File: config.mk
export PLATFORM = sky130hd
export DESIGN_NAME = alu_flag_gen
export DESIGN_NICKNAME = d
export VERILOG_FILES = /design/src/rtl/alu_flag_pkg.sv /design/src/rtl/alu_arith.sv /design/src/rtl/alu_logic.sv /design/src/rtl/alu_shift.sv /design/src/rtl/alu_flag_reg.sv /design/src/rtl/alu_flag_gen.sv
export SDC_FILE = /design/constraint.sdc
export NUM_CORES = 1
export LEC_CHECK = 0
export CORE_ASPECT_RATIO = 0.7
export CORE_MARGIN = 10
export CORE_UTILIZATION = 55
export CTS_CLUSTER_SIZE = 40
export DETAILED_ROUTE_END_ITERATION = 12
export PLACE_DENSITY = 0.85
export SLEW_MARGIN = 5
export SYNTH_ARGS = -nofsm -noshare
export SYNTH_HDL_FRONTEND = slang
export SYNTH_SLANG_ARGS = --single-unit
File: constraint.sdc
create_clock -name clk_i -period 12 [get_ports clk_i]
set_input_delay 2.4 -clock clk_i [delete_from_list [all_inputs] [get_ports clk_i]]
set_output_delay 2.4 -clock clk_i [all_outputs]
set_load 0.05 [all_outputs]
File: src/rtl/alu_flag_pkg.sv
package alu_flag_pkg;
  localparam int unsigned OP_W = 4;

  localparam logic [OP_W-1:0] OP_ADD = 4'd0;
  localparam logic [OP_W-1:0] OP_ADC = 4'd1;
  localparam logic [OP_W-1:0] OP_SUB = 4'd2;
  localparam logic [OP_W-1:0] OP_SBC = 4'd3;
  localparam logic [OP_W-1:0] OP_AND = 4'd4;
  localparam logic [OP_W-1:0] OP_OR  = 4'd5;
  localparam logic [OP_W-1:0] OP_XOR = 4'd6;
  localparam logic [OP_W-1:0] OP_SHL = 4'd8;
  localparam logic [OP_W-1:0] OP_SHR = 4'd9;
  localparam logic [OP_W-1:0] OP_ROL = 4'd10;
  localparam logic [OP_W-1:0] OP_ROR = 4'd11;

  typedef struct packed {
    logic h;
    logic n;
    logic z;
    logic v;
    logic c;
  } flags_t;

  localparam int unsigned FLAG_N = $bits(flags_t);

  typedef enum logic [1:0] {
    CLS_ARITH,
    CLS_LOGIC,
    CLS_SHIFT,
    CLS_NONE
  } op_class_e;

  function automatic op_class_e op_class(input logic [OP_W-1:0] op);
    case (op)
      OP_ADD, OP_ADC, OP_SUB, OP_SBC: op_class = CLS_ARITH;
      OP_AND, OP_OR, OP_XOR:          op_class = CLS_LOGIC;
      OP_SHL, OP_SHR, OP_ROL, OP_ROR: op_class = CLS_SHIFT;
      default:                        op_class = CLS_NONE;
    endcase
  endfunction
endpackage

File: src/rtl/alu_arith.sv
module alu_arith #(
  parameter int unsigned DATA_W = 8,
  parameter int unsigned NIB_W  = 4
) (
  input  logic [DATA_W-1:0] a_i,
  input  logic [DATA_W-1:0] b_i,
  input  logic              cin_i,
  input  logic              use_cin_i,
  input  logic              sub_i,
  output logic [DATA_W-1:0] res_o,
  output logic              h_o,
  output logic              v_o,
  output logic              c_o
);
  localparam int unsigned MSB = DATA_W - 1;

  logic              ci;
  logic [NIB_W:0]    lo;
  logic [DATA_W:0]   full;

  assign ci = use_cin_i & cin_i;

  // Extra top bit is carry on add, borrow (negative) on subtract
  always_comb begin
    if (sub_i) begin
      lo   = {1'b0, a_i[NIB_W-1:0]} - {1'b0, b_i[NIB_W-1:0]} - {{NIB_W{1'b0}}, ci};
      full = {1'b0, a_i} - {1'b0, b_i} - {{DATA_W{1'b0}}, ci};
    end else begin
      lo   = {1'b0, a_i[NIB_W-1:0]} + {1'b0, b_i[NIB_W-1:0]} + {{NIB_W{1'b0}}, ci};
      full = {1'b0, a_i} + {1'b0, b_i} + {{DATA_W{1'b0}}, ci};
    end
  end

  assign res_o = full[DATA_W-1:0];
  assign h_o   = lo[NIB_W];
  assign c_o   = full[DATA_W];
  assign v_o   = sub_i ? ((a_i[MSB] ^ b_i[MSB]) & (res_o[MSB] ^ a_i[MSB]))
                       : (~(a_i[MSB] ^ b_i[MSB]) & (res_o[MSB] ^ a_i[MSB]));
endmodule

File: src/rtl/alu_logic.sv
module alu_logic #(
  parameter int unsigned DATA_W = 8
) (
  input  logic [DATA_W-1:0] a_i,
  input  logic [DATA_W-1:0] b_i,
  input  logic [1:0]        sel_i,
  output logic [DATA_W-1:0] res_o
);
  always_comb begin
    case (sel_i)
      2'd0:    res_o = a_i & b_i;
      2'd1:    res_o = a_i | b_i;
      2'd2:    res_o = a_i ^ b_i;
      default: res_o = a_i;
    endcase
  end
endmodule

File: src/rtl/alu_shift.sv
module alu_shift #(
  parameter int unsigned DATA_W = 8
) (
  input  logic [DATA_W-1:0] a_i,
  input  logic              cin_i,
  input  logic              right_i,
  input  logic              rotate_i,
  output logic [DATA_W-1:0] res_o,
  output logic              c_o
);
  localparam int unsigned MSB = DATA_W - 1;

  logic fill;
  assign fill = rotate_i & cin_i;

  always_comb begin
    if (right_i) begin
      res_o = {fill, a_i[MSB:1]};
      c_o   = a_i[0];
    end else begin
      res_o = {a_i[MSB-1:0], fill};
      c_o   = a_i[MSB];
    end
  end
endmodule

File: src/rtl/alu_flag_reg.sv
module alu_flag_reg
  import alu_flag_pkg::*;
(
  input  logic   clk_i,
  input  logic   rst_ni,
  input  logic   en_i,
  input  flags_t mask_i,
  input  flags_t nxt_i,
  output flags_t flags_o
);
  logic [FLAG_N-1:0] q;
  logic [FLAG_N-1:0] mask_v;
  logic [FLAG_N-1:0] nxt_v;

  assign mask_v = mask_i;
  assign nxt_v  = nxt_i;

  for (genvar i = 0; i < FLAG_N; i++) begin : g_bit
    always_ff @(posedge clk_i or negedge rst_ni) begin
      if (!rst_ni)                  q[i] <= 1'b0;
      else if (en_i && mask_v[i])   q[i] <= nxt_v[i];
    end
  end

  assign flags_o = q;

  p_hold_r9: assert property (@(posedge clk_i) disable iff (!rst_ni)
    !en_i |=> $stable(q));
endmodule

File: src/rtl/alu_flag_gen.sv
module alu_flag_gen
  import alu_flag_pkg::*;
#(
  parameter int unsigned DATA_W = 8,
  parameter int unsigned NIB_W  = 4
) (
  input  logic              clk_i,
  input  logic              rst_ni,
  input  logic [DATA_W-1:0] op_a_i,
  input  logic [DATA_W-1:0] op_b_i,
  input  logic              carry_i,
  input  logic [OP_W-1:0]   op_i,
  input  logic              upd_en_i,
  output logic [DATA_W-1:0] result_o,
  output logic              h_o,
  output logic              n_o,
  output logic              z_o,
  output logic              v_o,
  output logic              c_o
);
  localparam int unsigned MSB = DATA_W - 1;

  op_class_e         cls;
  logic [DATA_W-1:0] ar_res, lg_res, sh_res;
  logic              ar_h, ar_v, ar_c, sh_c;
  flags_t            nxt, mask, flags_q;

  assign cls = op_class(op_i);

  alu_arith #(.DATA_W(DATA_W), .NIB_W(NIB_W)) u_arith (
    .a_i      (op_a_i),
    .b_i      (op_b_i),
    .cin_i    (carry_i),
    .use_cin_i(op_i[0]),
    .sub_i    (op_i[1]),
    .res_o    (ar_res),
    .h_o      (ar_h),
    .v_o      (ar_v),
    .c_o      (ar_c)
  );

  alu_logic #(.DATA_W(DATA_W)) u_logic (
    .a_i  (op_a_i),
    .b_i  (op_b_i),
    .sel_i(op_i[1:0]),
    .res_o(lg_res)
  );

  alu_shift #(.DATA_W(DATA_W)) u_shift (
    .a_i     (op_a_i),
    .cin_i   (carry_i),
    .right_i (op_i[0]),
    .rotate_i(op_i[1]),
    .res_o   (sh_res),
    .c_o     (sh_c)
  );

  always_comb begin
    nxt  = '0;
    mask = '0;
    case (cls)
      CLS_ARITH: begin
        result_o = ar_res;
        nxt.h = ar_h; nxt.v = ar_v; nxt.c = ar_c;
        mask  = '1;
      end
      CLS_LOGIC: begin
        result_o = lg_res;
        mask.n = 1'b1; mask.z = 1'b1; mask.v = 1'b1;
      end
      CLS_SHIFT: begin
        result_o = sh_res;
        nxt.c  = sh_c;
        mask.n = 1'b1; mask.z = 1'b1; mask.v = 1'b1; mask.c = 1'b1;
      end
      default: result_o = op_a_i;
    endcase
    nxt.n = result_o[MSB];
    nxt.z = (result_o == '0);
  end

  alu_flag_reg u_flags (
    .clk_i  (clk_i),
    .rst_ni (rst_ni),
    .en_i   (upd_en_i),
    .mask_i (mask),
    .nxt_i  (nxt),
    .flags_o(flags_q)
  );

  assign h_o = flags_q.h;
  assign n_o = flags_q.n;
  assign z_o = flags_q.z;
  assign v_o = flags_q.v;
  assign c_o = flags_q.c;

  p_sub_borrow_r2: assert property (@(posedge clk_i) disable iff (!rst_ni)
    (upd_en_i && op_i == OP_SUB) |=> (c_o == ($past(op_a_i) < $past(op_b_i))));

  p_neg_flag_r5: assert property (@(posedge clk_i) disable iff (!rst_ni)
    (upd_en_i && cls != CLS_NONE) |=> (n_o == $past(result_o[MSB])));

  p_logic_keep_r6: assert property (@(posedge clk_i) disable iff (!rst_ni)
    (upd_en_i && cls == CLS_LOGIC) |=> ($stable({h_o, c_o}) && !v_o));

  p_shl_out_r7: assert property (@(posedge clk_i) disable iff (!rst_ni)
    (upd_en_i && op_i == OP_SHL) |=> (c_o == $past(op_a_i[MSB])));

  p_undef_keep_r11: assert property (@(posedge clk_i) disable iff (!rst_ni)
    (cls == CLS_NONE) |=> $stable({h_o, n_o, z_o, v_o, c_o}));
endmodule

### Word level (Yosys, flattened, before mapping)

Memories as Yosys holds them, arrays and structs flattened.
Cells that the tools add are included.

| word-level totals | value |
|---|---|
| flip-flop bits (word level) | 5 |
| memory bits (read-only) | 32 |
| input bits | 24 |
| output and inout bits | 13 |
| word-level logic and storage cells | 51 |
| memories | 1 |

| cells by class | value |
|---|---|
| add/subtract/negate cells | 8 |
| equal/unequal tests | 4 |
| muxes and demuxes | 13 |
| bitwise logic cells | 10 |
| reduce and logical (&&, ||, !) cells | 10 |

Memories:

| memory | depth | bits a word | rd ports | clocked after memory_dff | write ports | RTL line | source |
|---|---|---|---|---|---|---|---|
| (name not given) | 16 | 2 | 1 | 0 | 0 | alu_flag_pkg.sv:34 | `case (op)` |

Operators by type and width:

| cell | number |
|---|---|
| one-hot mux 8 bit (3 select lines) | 2 |
| adder 8 x 8 -> 9 bit | 1 |
| adder 9 x 1 -> 9 bit | 1 |
| two-way mux 9 bit | 1 |
| subtractor 8 x 8 -> 9 bit | 1 |
| subtractor 9 x 1 -> 9 bit | 1 |
| AND 8 bit | 1 |
| zero test 8 bit | 1 |
| two-way mux 8 bit | 1 |
| OR 8 bit | 1 |
| XOR 8 bit | 1 |
| two-way mux 1 bit | 6 |
| adder 4 x 4 -> 5 bit | 1 |
| adder 5 x 1 -> 5 bit | 1 |
| logical AND 1 bit | 5 |
| two-way mux 5 bit | 1 |
| subtractor 4 x 4 -> 5 bit | 1 |
| subtractor 5 x 1 -> 5 bit | 1 |
| AND 1 bit | 4 |
| == test 2 x 1 -> 1 bit, second input constant | 2 |
| == test 2 bit, second input constant | 2 |
| zero test 2 bit | 2 |
| two-way mux 3 bit | 1 |
| OR reduction 3 bit | 1 |
| other kinds (4) | 5 |

### Depth between registers and ports, before layout

| logic depth | value |
|---|---|
| depth after elaboration | 7 |
| gate-level depth with buffers | 16 |
| mapped depth without buffers | 14 |

### Hierarchy

From an unflattened synthesis, not the netlist that was laid out.

| second synthesis, totals | value |
|---|---|
| cell total of the unflattened synthesis | 274 |
| area total of the unflattened synthesis | 2264.7 sq um |

Modules (own cells, without submodules):

| module | times used | cells an instance | area an instance (sq um) | seq. area each (sq um) |
|---|---|---|---|---|
| alu_arith | 1 | 130 | 977.2 | 0.0 |
| alu_logic | 1 | 50 | 493.0 | 0.0 |
| alu_flag_gen | 1 | 65 | 436.7 | 0.0 |
| alu_flag_reg | 1 | 15 | 219.0 | 125.1 |
| alu_shift | 1 | 14 | 138.9 | 0.0 |

### Least setup slack after synthesis

Ideal clock, no wire load.

| timing path | value |
|---|---|
| path type | input-to-output |
| from | input op_i[0] |
| to | output result_o[6] |
| arrival time | 5263 ps |
| data required time | 9600 ps |
| setup slack | 4337 ps |
| cell stages on the path | 14 |
| path buffers | 2 |
| cell sequence | buf_2 buf_4 and2_1 inv_1 fa_1 inv_1 ha_1 nor2_1 fa_1 nand2b_4 a2111oi_4 or4_1 nand2_1 o32a_1 |

| between the ends | value |
|---|---|
| longest elaborated chain between the ends | 4 |
| elaborated cells between the ends (all ways) | 14 |
| those cells by class | add/sub: 2; eq/ne: 4; mux: 4; bitwise: 1; reduce/logical: 2; memory: 1 |

Ends and longest elaborated chain:

| item | RTL line | source |
|---|---|---|
| start: declaration | alu_flag_gen.sv:12 | `input logic [OP_W-1:0] op_i,` |
| AND 1 bit | alu_arith.sv:21 | `assign ci = use_cin_i & cin_i;` |
| adder 9 x 1 -> 9 bit or subtractor 9 x 1 -> 9 bit (tied branches) | alu_arith.sv:30, alu_arith.sv:27 |  |
| two-way mux 9 bit | alu_arith.sv:25 | `if (sub_i) begin` |
| one-hot mux 8 bit (3 select lines) (*) | alu_flag_gen.sv:61 | `case (cls)` |
| end: declaration | alu_flag_gen.sv:14 | `output logic [DATA_W-1:0] result_o,` |

Every way passes the cells marked *; elsewhere a longest branch is shown, timed or not.

### Worst setup path after layout

| timing path | value |
|---|---|
| from | input op_i[0] |
| to | output result_o[7] |

The elaborated chain is that of the path after synthesis.

==> flow_summary.json <==
{
  "multi_input_area_sq_um": 1570,
  "grt_max_degree": 32,
  "io_buffers": 36,
  "p_per_area_nw_per_um2": 81.7,
  "synth_compound_area_frac": 0.303,
  "synth_area_leaders": "ha_1 (20%), a21oi_1 (7.2%), dfrtp_1 (6.6%)",
  "outcome": "finished, final reports clean",
  "antenna_found_initial": 0,
  "drive_gt1_frac": 0.0515,
  "path_cells": "clkdlybuf4s50_1 > buf_4 > and2_1 > inv_1 > fa_1 > inv_1 > ha_1 > o21ai_0 > nand3_1 > and2_1 > o311a_1 > o21ai_0 > a21oi_1 > a21oi_1 > clkdlybuf4s50_1",
  "synth_top_area_cell": "ha_1",
  "critPathCaptureType": "output pin",
  "io_pins": 37,
  "worst_hold_slack_ns": 0.490,
  "critPathMaxFanout": 31,
  "grt_usage": 0.176,
  "place_inst": 334,
  "setup_viol": 0,
  "max_slew_margin": 0.462,
  "rsz0062_at_grt": "no",
  "yosysWarningCount": 0,
  "drc_errors": 0,
  "cts_hold_buf": 0,
  "syn_area_sq_um": 1890,
  "first_global_vias": 1933,
  "dp_hpwl_um": 4440,
  "fin_util": 0.712,
  "cpPeakStageDelay_ns": 0.83,
  "fin_tns_setup_ns": 0,
  "synth_top_cell_area_share": 0.199,
  "cts_tree": "done",
  "synth_cell_type_count": 53,
  "gr-usage-met3": 0.0345,
  "synth_mux_area_frac": 0.0378,
  "drt_iter0_markers": 205,
  "vias": 1989,
  "largest_register_ff_count": 5,
  "wl_per_cell_um": 17.0,
  "cts_buffer_depth": 2,
  "power_leakage_nw": 1.03,
  "peakVddDrop_v": 0.0000467,
  "critical_path.top_delay_family": "buffers and inverters",
  "final-seq-area_sq_um": 125,
  "cp.arrival_ns": 6.49,
  "synthCells": 261,
  "start_util": 0.588,
  "synth_top_family_by_area": "compound AO/OA/AOI/OAI gates",
  "max_freq_mhz": 113,
  "timing_worst_slew_pin_value_ns": 0.804,
  "finalWirelength_um": 5760,
  "post_cts_resized": 0,
  "async_reset_ff_frac": 1.00,
  "power_mw": 0.187,
  "synthSimpleGateAreaFrac": 0.203,
  "yosys.area_share.adder": 0.241,
  "synth_fp_nets": 319,
  "use_met1": 0.252,
  "hold_violations": 0,
  "synth-seq-cells": 5,
  "clkSinkCount": 5,
  "nNetsFinal": 350,
  "post-cts-setup-buffers": 0,
  "drv_cap": 0,
  "worstSkewPairLatency_ns": 0.22,
  "ant_nets": 0,
  "synth-edff-count": 0,
  "viasPerCell": 5.88,
  "core_area_sq_um": 3210,
  "fin_crit_sh": 0.741,
  "regToRegStartpoint": "u_flags.flags_o[0]",
  "fill_cells": 288,
  "drt-pass1-iter-count": 5,
  "cp-startpoint": "op_i[0]",
  "cp_slowest_cell": "clkdlybuf4s50_1",
  "finalWorstPathRequiredPeriod_ns": 8.89,
  "path_class": "primary input to output pin",
  "finalClockSkew_ns": 0,
  "critPathBufInv": 5,
  "slew_viol_final": 0,
  "yosys.area_share.xor_xnor": 0.0464,
  "syn_area_per_cell_sq_um": 7.23,
  "met2_usage": 0.260,
  "die_w_um": 90.0,
  "final_cells": 338,
  "seq_area_frac_synth": 0.0663,
  "die_area_sq_um": 6210,
  "start_kind": "primary input",
  "n_antenna_cell": 0,
  "synthTopCellsByCount": "ha_1 (30), inv_1 (30), a21oi_1 (27)",
  "dominantRegCellSynth": "dfrtp_1",
  "required_ns": 9.60,
  "synthToLayoutAreaGrowth_pct": 21.1,
  "busiest_layer": "met2",
  "min_from": "u_flags.flags_o[4]",
  "gp_congestion": 0.986,
  "numCtsBuffers": 3,
  "die_y_um": 69.0,
  "hold_class": "flop to flop",
  "ctsHtreeMaxLevel": 1,
  "grt_pass1_wl_um": 9530,
  "clkSlewWorstSetupHoldPaths_ns": 0.03,
  "overflow": 0,
  "rows": 17,
  "cts-root-buf": "clkbuf_8"
}
metal layers:
metal	vias up	wire length [um]
li1	973	-
met1	888	2700
met2	114	2440
met3	14	546
met4	0	68
met5	-	0
cells in the final DEF (no fill, tap or decap), types with 2 or more instances in the layout:
cell,count
a211oi_1,5
a21o_1,5
a21oi_1,27
a31oi_1,3
and2_1,3
buf_4,2
clkbuf_8,3
clkdlybuf4s50_1,36
dfrtp_1,5
fa_1,4
ha_1,30
inv_1,30
mux2i_1,6
nand2_1,24
nand2b_1,4
nand3_1,3
nor2_1,25
nor2b_1,6
nor3_1,5
o21a_1,5
o21ai_0,12
o221a_2,2
o22ai_1,4
o32ai_1,2
or2_2,2
or3_1,3
xnor2_1,6
xor2_1,4
worst min-delay path: cells and delay by family, from the launching register on:
kind / cells / cell delay [ns]
compound gates: 1 / 0.06
simple gates: 1 / 0.05
flops: 1 / 0.34
per-stage QoR:
step,worst slack [ns],area (sq um)
after floorplan,4.34,1890
after global placement,3.31,2240
after detailed placement,3.20,2240
after CTS,3.18,2290
after global routing,2.87,2290
final,3.11,2290
final cells by class:
class                           count  area share
Multi-Input combinational cell    214       0.686
Timing Repair Buffer               38       0.164
Sequential cell                     5      0.0547
Inverter                           30      0.0493
Tap cell                           47      0.0257
Clock buffer                        4      0.0197
where the power goes:
part           internal (mW)  switching [mW]
Sequential            0.0192         0.00115
Combinational         0.0541          0.0822
Clock                 0.0227         0.00741
Total                 0.0961          0.0908
path summary, 6_finish.rpt:
path | endpoint | slack, ns | depth (start not counted)
max | result_o[7] | 3.11 | 15
min | u_flags.flags_o[4] | 0.49 | 2
max reg2reg | u_flags.flags_o[0] | 11.27 | 2
min reg2reg | u_flags.flags_o[4] | 0.49 | 2
max in group asynchronous | u_flags.flags_o[1] | 9.42 | 1
min in group asynchronous | u_flags.flags_o[3] | 2.40 | 1
cell families (layout without fill, tap and decap cells):
| logic type | Yosys count | in the layout |
|---|---|---|
| compound gates | 83 | 83 |
| fa+ha+maj | 34 | 34 |
| xor+xnor | 10 | 10 |
| flops | 5 | 5 |
| simple gates | 80 | 80 |
| buf+inv | 42 | 72 |
| mux | 7 | 7 |
Power figures use the tool's default switching activity.
